`config.mk`:
```
export PLATFORM = sky130hd
export DESIGN_NAME = tick_reload_timer
export DESIGN_NICKNAME = d
export VERILOG_FILES = /design/src/rtl/tmr_pkg.sv /design/src/rtl/tmr_prescaler.sv /design/src/rtl/tmr_counter.sv /design/src/rtl/tmr_regs.sv /design/src/rtl/tick_reload_timer.sv
export SDC_FILE = /design/constraint.sdc
export NUM_CORES = 1
export LEC_CHECK = 0
export CAP_MARGIN = 15
export CORE_MARGIN = 1.5
export CORE_UTILIZATION = 50
export DETAILED_ROUTE_END_ITERATION = 16
export PLACE_DENSITY = 0.68
export SLEW_MARGIN = 20
export SYNTH_ARGS = -nofsm -noshare
export SYNTH_HDL_FRONTEND = slang
export SYNTH_SLANG_ARGS = --single-unit
export TNS_END_PERCENT = 20
```
`constraint.sdc`:
```
create_clock -name clk -period 5.4 [get_ports clk]
set_clock_uncertainty 0.15 [all_clocks]
set_input_delay 1.62 -clock clk [delete_from_list [all_inputs] [get_ports clk]]
set_output_delay 1.62 -clock clk [all_outputs]
set_load 0.01 [all_outputs]
```
`src/rtl/tmr_pkg.sv`:
```
package tmr_pkg;

  // Byte offsets of the mapped registers
  localparam int OFS_CTRL  = 'h000;
  localparam int OFS_IEN   = 'h00C;
  localparam int OFS_STAT  = 'h010;
  localparam int OFS_EVT   = 'h014;
  localparam int OFS_CNT   = 'h024;
  localparam int OFS_PSC   = 'h028;
  localparam int OFS_RLD   = 'h02C;
  localparam int OFS_CMP0  = 'h034;

  // Bit positions inside control, interrupt-enable, status and event
  localparam int BIT_RUN   = 0;
  localparam int BIT_UIE   = 0;
  localparam int BIT_UFLAG = 0;
  localparam int BIT_SWUPD = 0;

  // Divider finished its span: a count tick is due
  function automatic logic fn_div_done(input logic run,
                                       input logic [31:0] div,
                                       input logic [31:0] lim);
    return run && (div >= lim);
  endfunction

  // Counter at a non-zero reload limit: the next tick wraps it
  function automatic logic fn_at_limit(input logic [63:0] cnt,
                                       input logic [63:0] lim);
    return (lim != 64'd0) && (cnt == lim);
  endfunction

  // Status flag after an AND-style software write and a hardware set
  function automatic logic fn_flag_next(input logic cur,
                                        input logic wr,
                                        input logic keep,
                                        input logic set);
    return set | (cur & (keep | ~wr));
  endfunction

endpackage

```
`src/rtl/tmr_prescaler.sv`:
```
module tmr_prescaler #(
  parameter int PSC_W = 16
) (
  input  logic             clk,
  input  logic             rst_n,
  input  logic             run,
  input  logic             restart,
  input  logic [PSC_W-1:0] limit,
  output logic [PSC_W-1:0] div_q,
  output logic             tick
);
  import tmr_pkg::*;

  assign tick = !restart && fn_div_done(run, 32'(div_q), 32'(limit));

  always_ff @(posedge clk or negedge rst_n) begin
    if (!rst_n) begin
      div_q <= '0;
    end else if (restart || tick) begin
      div_q <= '0;
    end else if (run) begin
      div_q <= div_q + PSC_W'(1);
    end
  end

endmodule

```
`src/rtl/tmr_counter.sv`:
```
module tmr_counter #(
  parameter int DATA_W = 32
) (
  input  logic              clk,
  input  logic              rst_n,
  input  logic              tick,
  input  logic              clear,
  input  logic              load,
  input  logic [DATA_W-1:0] load_val,
  input  logic [DATA_W-1:0] limit,
  output logic [DATA_W-1:0] cnt_q,
  output logic              upd
);
  import tmr_pkg::*;

  logic at_limit;
  assign at_limit = fn_at_limit(64'(cnt_q), 64'(limit));
  assign upd      = tick && !clear && !load && at_limit;

  always_ff @(posedge clk or negedge rst_n) begin
    if (!rst_n) begin
      cnt_q <= '0;
    end else if (clear) begin
      cnt_q <= '0;
    end else if (load) begin
      cnt_q <= load_val;
    end else if (upd) begin
      cnt_q <= '0;
    end else if (tick) begin
      cnt_q <= cnt_q + DATA_W'(1);
    end
  end

endmodule

```
`src/rtl/tmr_regs.sv`:
```
module tmr_regs #(
  parameter int DATA_W  = 32,
  parameter int ADDR_W  = 10,
  parameter int PSC_W   = 16,
  parameter int NUM_CMP = 4
) (
  input  logic              clk,
  input  logic              rst_n,
  input  logic              wr_en,
  input  logic              rd_en,
  input  logic [ADDR_W-1:0] addr,
  input  logic [DATA_W-1:0] wdata,
  output logic [DATA_W-1:0] rdata,
  input  logic [DATA_W-1:0] cnt_val,
  input  logic              flag_set,
  output logic              cen,
  output logic              uie,
  output logic              sr_flag,
  output logic [PSC_W-1:0]  psc,
  output logic [DATA_W-1:0] arr,
  output logic              ug_wr,
  output logic              cnt_wr
);
  import tmr_pkg::*;

  localparam int WIDX_W = ADDR_W - 2;

  logic [WIDX_W-1:0] widx;
  assign widx = addr[ADDR_W-1:2];

  logic unused_addr_bits;
  assign unused_addr_bits = ^addr[1:0];

  logic sel_ctrl, sel_ien, sel_stat, sel_evt, sel_cnt, sel_psc, sel_rld;
  logic [NUM_CMP-1:0] sel_cmp;

  assign sel_ctrl = (widx == WIDX_W'(OFS_CTRL >> 2));
  assign sel_ien  = (widx == WIDX_W'(OFS_IEN  >> 2));
  assign sel_stat = (widx == WIDX_W'(OFS_STAT >> 2));
  assign sel_evt  = (widx == WIDX_W'(OFS_EVT  >> 2));
  assign sel_cnt  = (widx == WIDX_W'(OFS_CNT  >> 2));
  assign sel_psc  = (widx == WIDX_W'(OFS_PSC  >> 2));
  assign sel_rld  = (widx == WIDX_W'(OFS_RLD  >> 2));

  logic [DATA_W-1:0] ctrl_q, ien_q, evt_q, rld_q;
  logic [PSC_W-1:0]  psc_q;
  logic              flag_q;
  logic [DATA_W-1:0] cmp_q [NUM_CMP];

  always_ff @(posedge clk or negedge rst_n) begin
    if (!rst_n) begin
      ctrl_q <= '0;
      ien_q  <= '0;
      evt_q  <= '0;
      rld_q  <= '0;
      psc_q  <= '0;
    end else if (wr_en) begin
      if (sel_ctrl) ctrl_q <= wdata;
      if (sel_ien)  ien_q  <= wdata;
      if (sel_evt)  evt_q  <= wdata;
      if (sel_rld)  rld_q  <= wdata;
      if (sel_psc)  psc_q  <= wdata[PSC_W-1:0];
    end
  end

  always_ff @(posedge clk or negedge rst_n) begin
    if (!rst_n) begin
      flag_q <= 1'b0;
    end else begin
      flag_q <= fn_flag_next(flag_q, wr_en && sel_stat, wdata[BIT_UFLAG], flag_set);
    end
  end

  for (genvar k = 0; k < NUM_CMP; k++) begin : g_cmp
    assign sel_cmp[k] = (widx == WIDX_W'((OFS_CMP0 >> 2) + k));
    always_ff @(posedge clk or negedge rst_n) begin
      if (!rst_n) begin
        cmp_q[k] <= '0;
      end else if (wr_en && sel_cmp[k]) begin
        cmp_q[k] <= wdata;
      end
    end
  end

  logic [DATA_W-1:0] rd_mux;
  always_comb begin
    rd_mux = '0;
    if (sel_ctrl) rd_mux = ctrl_q;
    if (sel_ien)  rd_mux = ien_q;
    if (sel_stat) rd_mux = DATA_W'(flag_q);
    if (sel_evt)  rd_mux = evt_q;
    if (sel_cnt)  rd_mux = cnt_val;
    if (sel_psc)  rd_mux = DATA_W'(psc_q);
    if (sel_rld)  rd_mux = rld_q;
    for (int k = 0; k < NUM_CMP; k++) begin
      if (sel_cmp[k]) rd_mux = cmp_q[k];
    end
  end

  always_ff @(posedge clk or negedge rst_n) begin
    if (!rst_n) begin
      rdata <= '0;
    end else begin
      rdata <= rd_en ? rd_mux : '0;
    end
  end

  assign cen     = ctrl_q[BIT_RUN];
  assign uie     = ien_q[BIT_UIE];
  assign sr_flag = flag_q;
  assign psc     = psc_q;
  assign arr     = rld_q;
  assign ug_wr   = wr_en && sel_evt && wdata[BIT_SWUPD];
  assign cnt_wr  = wr_en && sel_cnt;

endmodule

```
`src/rtl/tick_reload_timer.sv`:
```
module tick_reload_timer #(
  parameter int DATA_W  = 32,
  parameter int ADDR_W  = 10,
  parameter int PSC_W   = 16,
  parameter int NUM_CMP = 4
) (
  input  logic              clk,
  input  logic              rst_n,
  input  logic              wr_en,
  input  logic              rd_en,
  input  logic [ADDR_W-1:0] addr,
  input  logic [DATA_W-1:0] wdata,
  output logic [DATA_W-1:0] rdata,
  output logic              irq
);

  logic              cen, uie, sr_flag, ug_wr, cnt_wr, tick, upd, flag_set;
  logic [PSC_W-1:0]  psc, pdiv;
  logic [DATA_W-1:0] arr, cnt;

  assign flag_set = upd && uie;

  tmr_regs #(
    .DATA_W(DATA_W), .ADDR_W(ADDR_W), .PSC_W(PSC_W), .NUM_CMP(NUM_CMP)
  ) u_regs (
    .clk(clk), .rst_n(rst_n), .wr_en(wr_en), .rd_en(rd_en), .addr(addr),
    .wdata(wdata), .rdata(rdata), .cnt_val(cnt), .flag_set(flag_set),
    .cen(cen), .uie(uie), .sr_flag(sr_flag), .psc(psc), .arr(arr),
    .ug_wr(ug_wr), .cnt_wr(cnt_wr)
  );

  tmr_prescaler #(.PSC_W(PSC_W)) u_psc (
    .clk(clk), .rst_n(rst_n), .run(cen), .restart(ug_wr), .limit(psc),
    .div_q(pdiv), .tick(tick)
  );

  tmr_counter #(.DATA_W(DATA_W)) u_cnt (
    .clk(clk), .rst_n(rst_n), .tick(tick), .clear(ug_wr), .load(cnt_wr),
    .load_val(wdata), .limit(arr), .cnt_q(cnt), .upd(upd)
  );

  always_ff @(posedge clk or negedge rst_n) begin
    if (!rst_n) irq <= 1'b0;
    else        irq <= flag_set;
  end

endmodule

```
; Word-level counts from Yosys, hierarchy flattened
; Cells that the tools add are included.
[word_totals]
reg_bits = 354
out_inout_bits = 33
[classes]
n_eq_ne = 11
bitwise_logic = 4
n_mux = 18
addsub = 2
n_lt_le_gt_ge = 1
reduce_logical = 27
[ops]
columns = op, n
row1 = $mux 32, 16
row2 = $eq 8x4->1 const B, 6
row3 = $add 32x1->32 const B, 1
row4 = $eq 32x32->1, 1
row5 = $mux 16, 2
row6 = $reduce_bool 32->1, 1
row7 = $add 16x1->16 const B, 1
row8 = $eq 8x3->1 const B, 2
row9 = $ge 16x16->1, 1
row10 = $logic_and 1x1->1, 15
row11 = $reduce_and 2->1, 5
row12 = $eq 8x2->1 const B, 1
row13 = $eq 8x5->1 const B, 1
row14 = $logic_not 8->1, 1
row15 = $reduce_bool 4->1, 1
row16 = $logic_not 1->1, 2
row17 = $or 1x1->1, 2
row18 = $reduce_bool 2->1, 1
row19 = $and 1x1->1, 1
row20 = $logic_or 1x1->1, 1
row21 = $not 1->1, 1

; Logic depth before layout (Yosys ltp)
; Gate-level depths: netlist (run 1).
[logic_depth]
ltp_word = 13
ltp_mapped = 11
ltp_nobuf = 9

; By module
; A second synthesis (run 1) with hierarchy kept.
[unflattened]
cells_unflattened = 1537
area_unflattened_um2 = 17834.6
[modules_own_cells]
columns = module, instances, cells_each, area_each_um2
row1 = tmr_regs, 1, 1101, 13959.6
row2 = tmr_counter, 1, 299, 2548.7
row3 = tmr_prescaler, 1, 135, 1295.0
row4 = tick_reload_timer, 1, 2, 31.3

; Worst setup path after synthesis (run 1)
; Ideal clock, no wire load.
[synth_path]
kind = in2reg
from = input addr[7]
to = register u_cnt.cnt_q[0]
setup_ps = 126
arrival_ps = 3448
stages = 7
required_time_ps = 5124
path_slack_ps = 1676
cell_sequence = or4_4 buf_2 nor3_1 nand2_1 nand2_1 nor2_1 a221o_1
[synth_via]
elab_chain_cells = 11
elab_cells_between_ends = 15
classes_between = 2 x eq/ne / 3 x mux / 10 x reduce/logical
[synth_rtl]
columns = element, line
row1 = "start, declared", tick_reload_timer.sv:11  ; input logic [ADDR_W-1:0] addr,
row2 = $eq 8x3->1, tmr_regs.sv:40  ; assign sel_evt = (widx == WIDX_W'(OFS_EVT >> 2));
row3 = $logic_and 1x1->1 (2 in a row), tmr_regs.sv:113  ; assign ug_wr = wr_en && sel_evt && wdata[BIT_SWUPD];
row4 = $logic_not 1->1, "tmr_prescaler.sv:14, tmr_counter.sv:18"
row5 = $logic_and 1x1->1, tmr_prescaler.sv:14  ; assign tick = !restart && fn_div_done(run, 32'(div_q), 32'(limit));
row6 = $logic_and 1x1->1 (3 in a row), tmr_counter.sv:18  ; assign upd = tick && !clear && !load && at_limit;
row7 = $mux 32, tmr_counter.sv:27  ; end else if (upd) begin
row8 = $mux 32, tmr_counter.sv:25  ; end else if (load) begin
row9 = $mux 32, tmr_counter.sv:23  ; end else if (clear) begin
row10 = "end signal, assigned", tmr_counter.sv:26  ; cnt_q <= load_val;
row11 = "end signal, assigned", tmr_counter.sv:30  ; cnt_q <= cnt_q + DATA_W'(1);
row12 = "end, declared", tmr_counter.sv:11  ; output logic [DATA_W-1:0] cnt_q,
; Parallel ways exist; a longest one is shown, timed or not.
; A chain may end at the register's enable or synchronous reset.

; Worst setup path after layout (run 1)
[layout_path]
from = input addr[6]
to = register u_cnt.cnt_q[23]
; Same word-level chain as after synthesis.

==> results of run 1 <==
-- metrics by stage --
step / setup slack [ns] / area (µm²)
detailed placement: 0.589 / 18600
global route: 0.934 / 19800
CTS: 1.13 / 19800
global placement: 0.622 / 18600
finish: 1.05 / 19800
floorplan: 1.68 / 17300
-- kinds of logic (layout without fill, tap and decap cells) --
logic type,Yosys count,in the layout,synth area share
AOI/OAI and AO/OA,330,330,0.123
xor gates and xnor gates,51,51,0.0258
adders and majority gates,18,18,0.0130
buffers and inverters,161,229,0.0378
DFF,354,354,0.512
muxes,298,298,0.192
and+or+nand+nor,342,342,0.0965
-- sequential cells by signal, indices dropped and copies added, names as in the netlist, 16 cells and up --
signal / cells
u_cnt.cnt_q: 32
u_psc.div_q: 16
u_regs.arr: 32
u_regs.cmp_q: 128
u_regs.ctrl_q: 32
u_regs.evt_q: 32
u_regs.ien_q: 32
u_regs.psc: 16
u_regs.rdata: 32
-- power by group through the flow --
| stage | registers [mW] | logic [mW] | clock network [mW] |
|---|---|---|---|
| after floorplan | 2.90 | 0.350 | 0 |
| after global placement | 2.96 | 0.497 | 0 |
| after detailed placement | 2.97 | 0.512 | 0 |
| after CTS | 2.93 | 0.515 | 2.61 |
| after global routing | 2.95 | 0.565 | 2.72 |
| final | 2.93 | 0.512 | 2.57 |
-- synthesized netlist by cell type (all sizes together), types with 2 or more instances --
library cell    n
nor3           25
nand4          22
nor2           74
clkbuf         76
a211oi          7
o21ai          94
a222oi         15
o21a            3
ha             18
a31o            2
xnor2          11
a2111oi        17
or3b            2
a22oi          24
and3           13
a221oi          2
mux2          264
mux2i          34
buf            54
nand3          32
nand2         119
a31oi          32
o22ai          20
dfrtp         354
o311a           6
nor4b           3
xor2           40
or2             2
inv            31
nor2b           5
a22o           15
or4             3
or3             6
o2111ai         2
o211ai          5
a21oi          74
nand2b          3
nor4           24
and2            4
and4            3
-- layout make-up --
class                           count  area share
Sequential cell                   354       0.448
Multi-Input combinational cell   1039       0.395
Timing Repair Buffer              130      0.0614
Clock buffer                       59      0.0583
Tap cell                          448      0.0283
Inverter                           31     0.00588
Clock inverter                      9     0.00367
-- layer usage --
metal	track usage	wire length, µm
met1	0.370	20500
met2	0.462	23800
met3	0.0426	3110
met4	0.121	2090
met5	0	0
-- tightest hold or removal path, delay by kind of cell, from the launching register on --
kind	cells	cell delay (ns)
simple gates	2	0.11
flops	1	0.34
-- worst min path at each step --
stage                          start          endpoint  depth (start not counted)
floorplan            u_regs.evt_q[0]   u_regs.evt_q[0]                          2
global placement     u_regs.evt_q[0]   u_regs.evt_q[0]                          2
detailed placement   u_regs.evt_q[0]   u_regs.evt_q[0]                          2
CTS                  u_regs.evt_q[0]   u_regs.evt_q[0]                          2
global route        u_regs.cmp_q[31]  u_regs.cmp_q[31]                          1
finish               u_regs.evt_q[0]   u_regs.evt_q[0]                          2
==> out/results.ini, run 1 <==
[global_route]
grt-ovfl-total = 0
grt_pass1_vias = 13170
antenna_found_initial = 0
grt_max_degree = 111
track_usage = 0.281
grt_pass1_wl_mm = 77.0

[setup_path]
reg2reg_to = u_cnt.cnt_q[30]
critPathTopFamily = simple AND/OR/NAND/NOR gates
crit_path_end = u_cnt.cnt_q[23]
cp-start-kind = input pin
r2r_cells = 9
crit_arrival_ns = 4.60
cp_max_fo = 22
cp_cell_sequence = clkdlybuf4s50_1, or4_4, nor3_4, and3_1, nor2_1, nand2_1, o21ai_0
max_stage_delay_ns = 0.76
worstSetupPathDepth = 7
cp-startpoint = addr[6]
r2r_setup_slack_ns = 2.02
cp-end-kind = register
r2r_start = u_regs.psc[13]
worst-path-buf-inv = 1
slowest_stage = or4_4
cp.required_ns = 5.65
crit_type = in -> reg

[yosys]
yosys-top-cells-area = dfrtp_1 51%, mux2_2 17%, o21ai_0 2.7%
synth_area_mm2 = 0.0173
synth_top_area_share = 0.512
synth-edff-count = 0
synth-seq-area-share = 0.512
synthArstFlopShare = 1.00
synth_warnings = 0
syn_nets = 1618
ys_types = 64
syn_avg_cell_area_um2 = 11.1
ys_ff_latch = 354
synthCells = 1554
yosys.area.top_type = dfrtp_1
ys.flop_type = dfrtp_1

[floorplanning]
die_h_um = 189
die-area_mm2 = 0.0357
start_util = 0.512
fp-row-count = 67
dieWidth_um = 189
pin_count = 79
core_mm2 = 0.0338

[layout]
final_common_cell = dfrtp_1
multi_input_area_mm2 = 0.00782
drive_gt1_frac = 0.245
antenna_cells = 0
nFillCells = 2814
final-instance-count-excl-fill = 2070
seqCellArea_mm2 = 0.00886
final_util = 0.586
area_growth_pct = 14.4
fin_nets = 1659
most-common-layout-cells = 354 x dfrtp_1, 264 x mux2_2, 119 x nand2_1, 94 x o21ai_0

[detailed_routing]
drtIter0Drc = 1108
drc = 0
routedWlPerCell_um = 23.9
vias = 12963
first_pass_iters = 7
viasPerCell = 6.26
detail-route-antenna-nets = 0
wl_mm = 49.5

[timing]
finalHoldViolCount = 0
max_freq_ghz = 0.230
final-setup-viol-count = 0
slew_viol_final = 0
final.period_utilization = 0.805
fin_tns_setup_ns = 0
timing.final.crit_period_ns = 4.35
worst_slew_pin_slew_ns = 0.944
rsz0062_at_grt = no
slew_headroom = 0.371
whs_ns = 0.331

[placement]
gp_congestion = 0.982
dp_hpwl_mm = 32.9
dp.cells = 2002
port_buffers = 76

[pwr]
comb_power_share = 0.085
p_sw_frac = 0.246
seqPwrFrac = 0.487
vdd_ir_drop_max_mv = 0.273
p_leak_nw = 9.33
switching_power_mw = 1.48
p_int_mw = 4.53
power.density_mw_per_mm2 = 304
fin_total_pwr_mw = 6.01
p_clk_frac = 0.428

[clock_network]
cts_max_level = 2
path_clk_slew_ns = 0.06
cts_setup_buffers = 0
cts_resized = 0
numCtsBuffers = 39
clock_sinks = 354
root_buffer = clkbuf_16
hold_buffers = 0
clockBufferDepth = 3
clock_latency_ns = 0.54
cts_tree = yes

[flow_run]
maxCapViolCount = 0

[hold_path]
hold_path.class = reg -> reg

[outcome]
status = finished, final reports clean

No activity file was read; power rests on OpenSTA's default activity.
==> inputs of run 2 (changes only) <==
- PLACE_DENSITY: 0.68 -> 0.71
- clock period: 5.4 -> 3.5 ns (I/O delays scaled with it)
==> run 2 against run 1 <==
Against the previous run:
- setup slack worse by 0.85 ns
- combinational power up 60%
- critical path depth up 2
- design area up 3.6%
- final cell count up 3.7%
- total power up 53%
- die area unchanged
- largest cell class unchanged
- largest power group unchanged
- highest routed layer unchanged
==> out/results.ini, run 2 (synthesized netlist as in run 1, its figures left out) <==
[global_route]
grt_pass1_vias = 13615  ; +3.4%
track_usage = 0.287  ; +0.00664
grt_max_degree = 82  ; -26%
grt-ovfl-total = 0  ; unchanged
antenna_found_initial = 0  ; unchanged
grt_pass1_wl_mm = 79.3  ; +2.9%

[detailed_routing]
routedWlPerCell_um = 23.5  ; -1.7%
detail-route-antenna-nets = 0  ; unchanged
wl_mm = 50.5  ; +2.0%
drc = 0  ; unchanged
viasPerCell = 6.23  ; -0.52%
first_pass_iters = 7  ; unchanged
vias = 13375  ; +3.2%
drtIter0Drc = 1213  ; +9.5%

[floorplanning]
pin_count = 79  ; unchanged
dieWidth_um = 189  ; unchanged
die_h_um = 189  ; unchanged
start_util = 0.512  ; unchanged
core_mm2 = 0.0338  ; unchanged
die-area_mm2 = 0.0357  ; unchanged
fp-row-count = 67  ; unchanged

[layout]
largest_reg_flops = 128  ; unchanged
nFillCells = 2734  ; -2.8%
most-common-layout-cells = 354 x dfrtp_1, 264 x mux2_2, 119 x nand2_1, 119 x buf_4, 94 x o21ai_0
final-instance-count-excl-fill = 2147  ; +3.7%
area_growth_pct = 18.6
drive_gt1_frac = 0.283  ; +0.0383
fin_nets = 1737  ; +4.7%
antenna_cells = 0  ; unchanged
top_register = u_regs.cmp_q
final_common_cell = dfrtp_1

[setup_path]
crit_type = in -> reg
slowest_stage = or4_4
worst-path-buf-inv = 3  ; +2
max_stage_delay_ns = 0.62  ; -0.14 ns
cp.required_ns = 3.80  ; -1.85 ns
cp_max_fo = 16  ; -27%
cp-start-kind = input pin
crit_arrival_ns = 3.60  ; -1.00 ns
critPathTopFamily = buffers and inverters
cp-end-kind = register
cp_cell_sequence = clkdlybuf4s50_1, or4_4, buf_4, nor4_4, buf_4, a222oi_1, a31oi_1, a21oi_1, a21oi_1

[pwr]
p_leak_nw = 9.74  ; +4.4%
vdd_ir_drop_max_mv = 0.396  ; +45%
power.density_mw_per_mm2 = 449  ; +48%

[outcome]
status = finished, final reports clean

[timing]
worst_slew_pin_slew_ns = 0.902  ; -0.0421 ns
slew_viol_final = 0  ; unchanged
max_freq_ghz = 0.303
rsz0062_at_grt = no
final-setup-viol-count = 0  ; unchanged
slew_headroom = 0.383  ; +0.0125
timing.final.crit_period_ns = 3.30
whs_ns = 0.343  ; +0.0126 ns
final.period_utilization = 0.943
finalHoldViolCount = 0  ; unchanged

[clock_network]
root_buffer = clkbuf_16
clock_latency_ns = 0.54  ; about the same
cts_tree = yes
cts_resized = 0  ; unchanged
clockBufferDepth = 3  ; unchanged
cts_setup_buffers = 0  ; unchanged
clock_sinks = 354  ; unchanged
numCtsBuffers = 37  ; -5.1%
path_clk_slew_ns = 0.06  ; about the same
hold_buffers = 0  ; unchanged
cts_max_level = 2  ; unchanged

[flow_run]
maxCapViolCount = 0  ; unchanged

[placement]
dp.cells = 2082  ; +4.0%
gp_congestion = 0.977  ; -0.55%
port_buffers = 76  ; unchanged
dp_hpwl_mm = 35.0  ; +6.4%

[hold_path]
hold_path.class = reg -> reg

-- run 2: stage by stage --
step | instance area, µm² | power, mW | setup slack (ns) | util | setup TNS [ns]
after floorplan | 17300 | 5.01 | 0.346 | - | 0
after global placement | 19300 | 5.38 | -0.261 | 0.571 | -11.09
after detailed placement | 19300 | 5.42 | -0.277 | 0.571 | -15.53
after CTS | 20500 | 9.24 | 0.240 | 0.607 | 0
after global routing | 20500 | 9.52 | 0.135 | 0.607 | 0
final | 20500 | 9.21 | 0.198 | 0.607 | 0
-- run 2: final cells by class --
type	instances	area [µm²]	area share
Clock inverter	12	96.3	0.00470
Multi-Input combinational cell	1039	7820	0.381
Clock buffer	53	1100	0.0535
Sequential cell	354	8860	0.432
Timing Repair Buffer	210	1950	0.0953
Tap cell	448	561	0.0273
Inverter	31	116	0.00568
-- run 2: path summary, 6_finish.rpt --
check	from	end	slack, ns	cells past startpoint
worst max-delay path	addr[7]	u_regs.rdata[22]	0.20	9
worst min-delay path	u_regs.cmp_q[96]	u_regs.cmp_q[96]	0.34	2
worst max register to register	u_cnt.cnt_q[6]	u_cnt.cnt_q[30]	0.48	8
min in group asynchronous	rst_n	u_regs.cmp_q[120]	0.37	1
worst min register to register	u_regs.cmp_q[96]	u_regs.cmp_q[96]	0.34	2
max in group asynchronous	rst_n	u_regs.cmp_q[4]	1.98	2
-- run 2: metal layers --
layer | vias up | wire length [µm] | global-route usage
met5 | - | 0 | 0
met1 | 6834 | 21300 | 0.387
met4 | 0 | 2200 | 0.120
li1 | 5939 | - | -
met2 | 475 | 24100 | 0.472
met3 | 127 | 2850 | 0.0352
-- run 2: power by group --
part | switching (mW) | leakage [nW] | total [mW] | internal (mW)
Sequential | 0.238 | 4.73 | 4.54 | 4.30
Clock | 1.66 | 0.579 | 3.85 | 2.19
Combinational | 0.452 | 4.43 | 0.818 | 0.366
-- run 2: worst min-delay path: stages (launching register included) --
cell	delay (ns)
dfrtp_1	0.35
nand2_1	0.05
o21ai_0	0.06
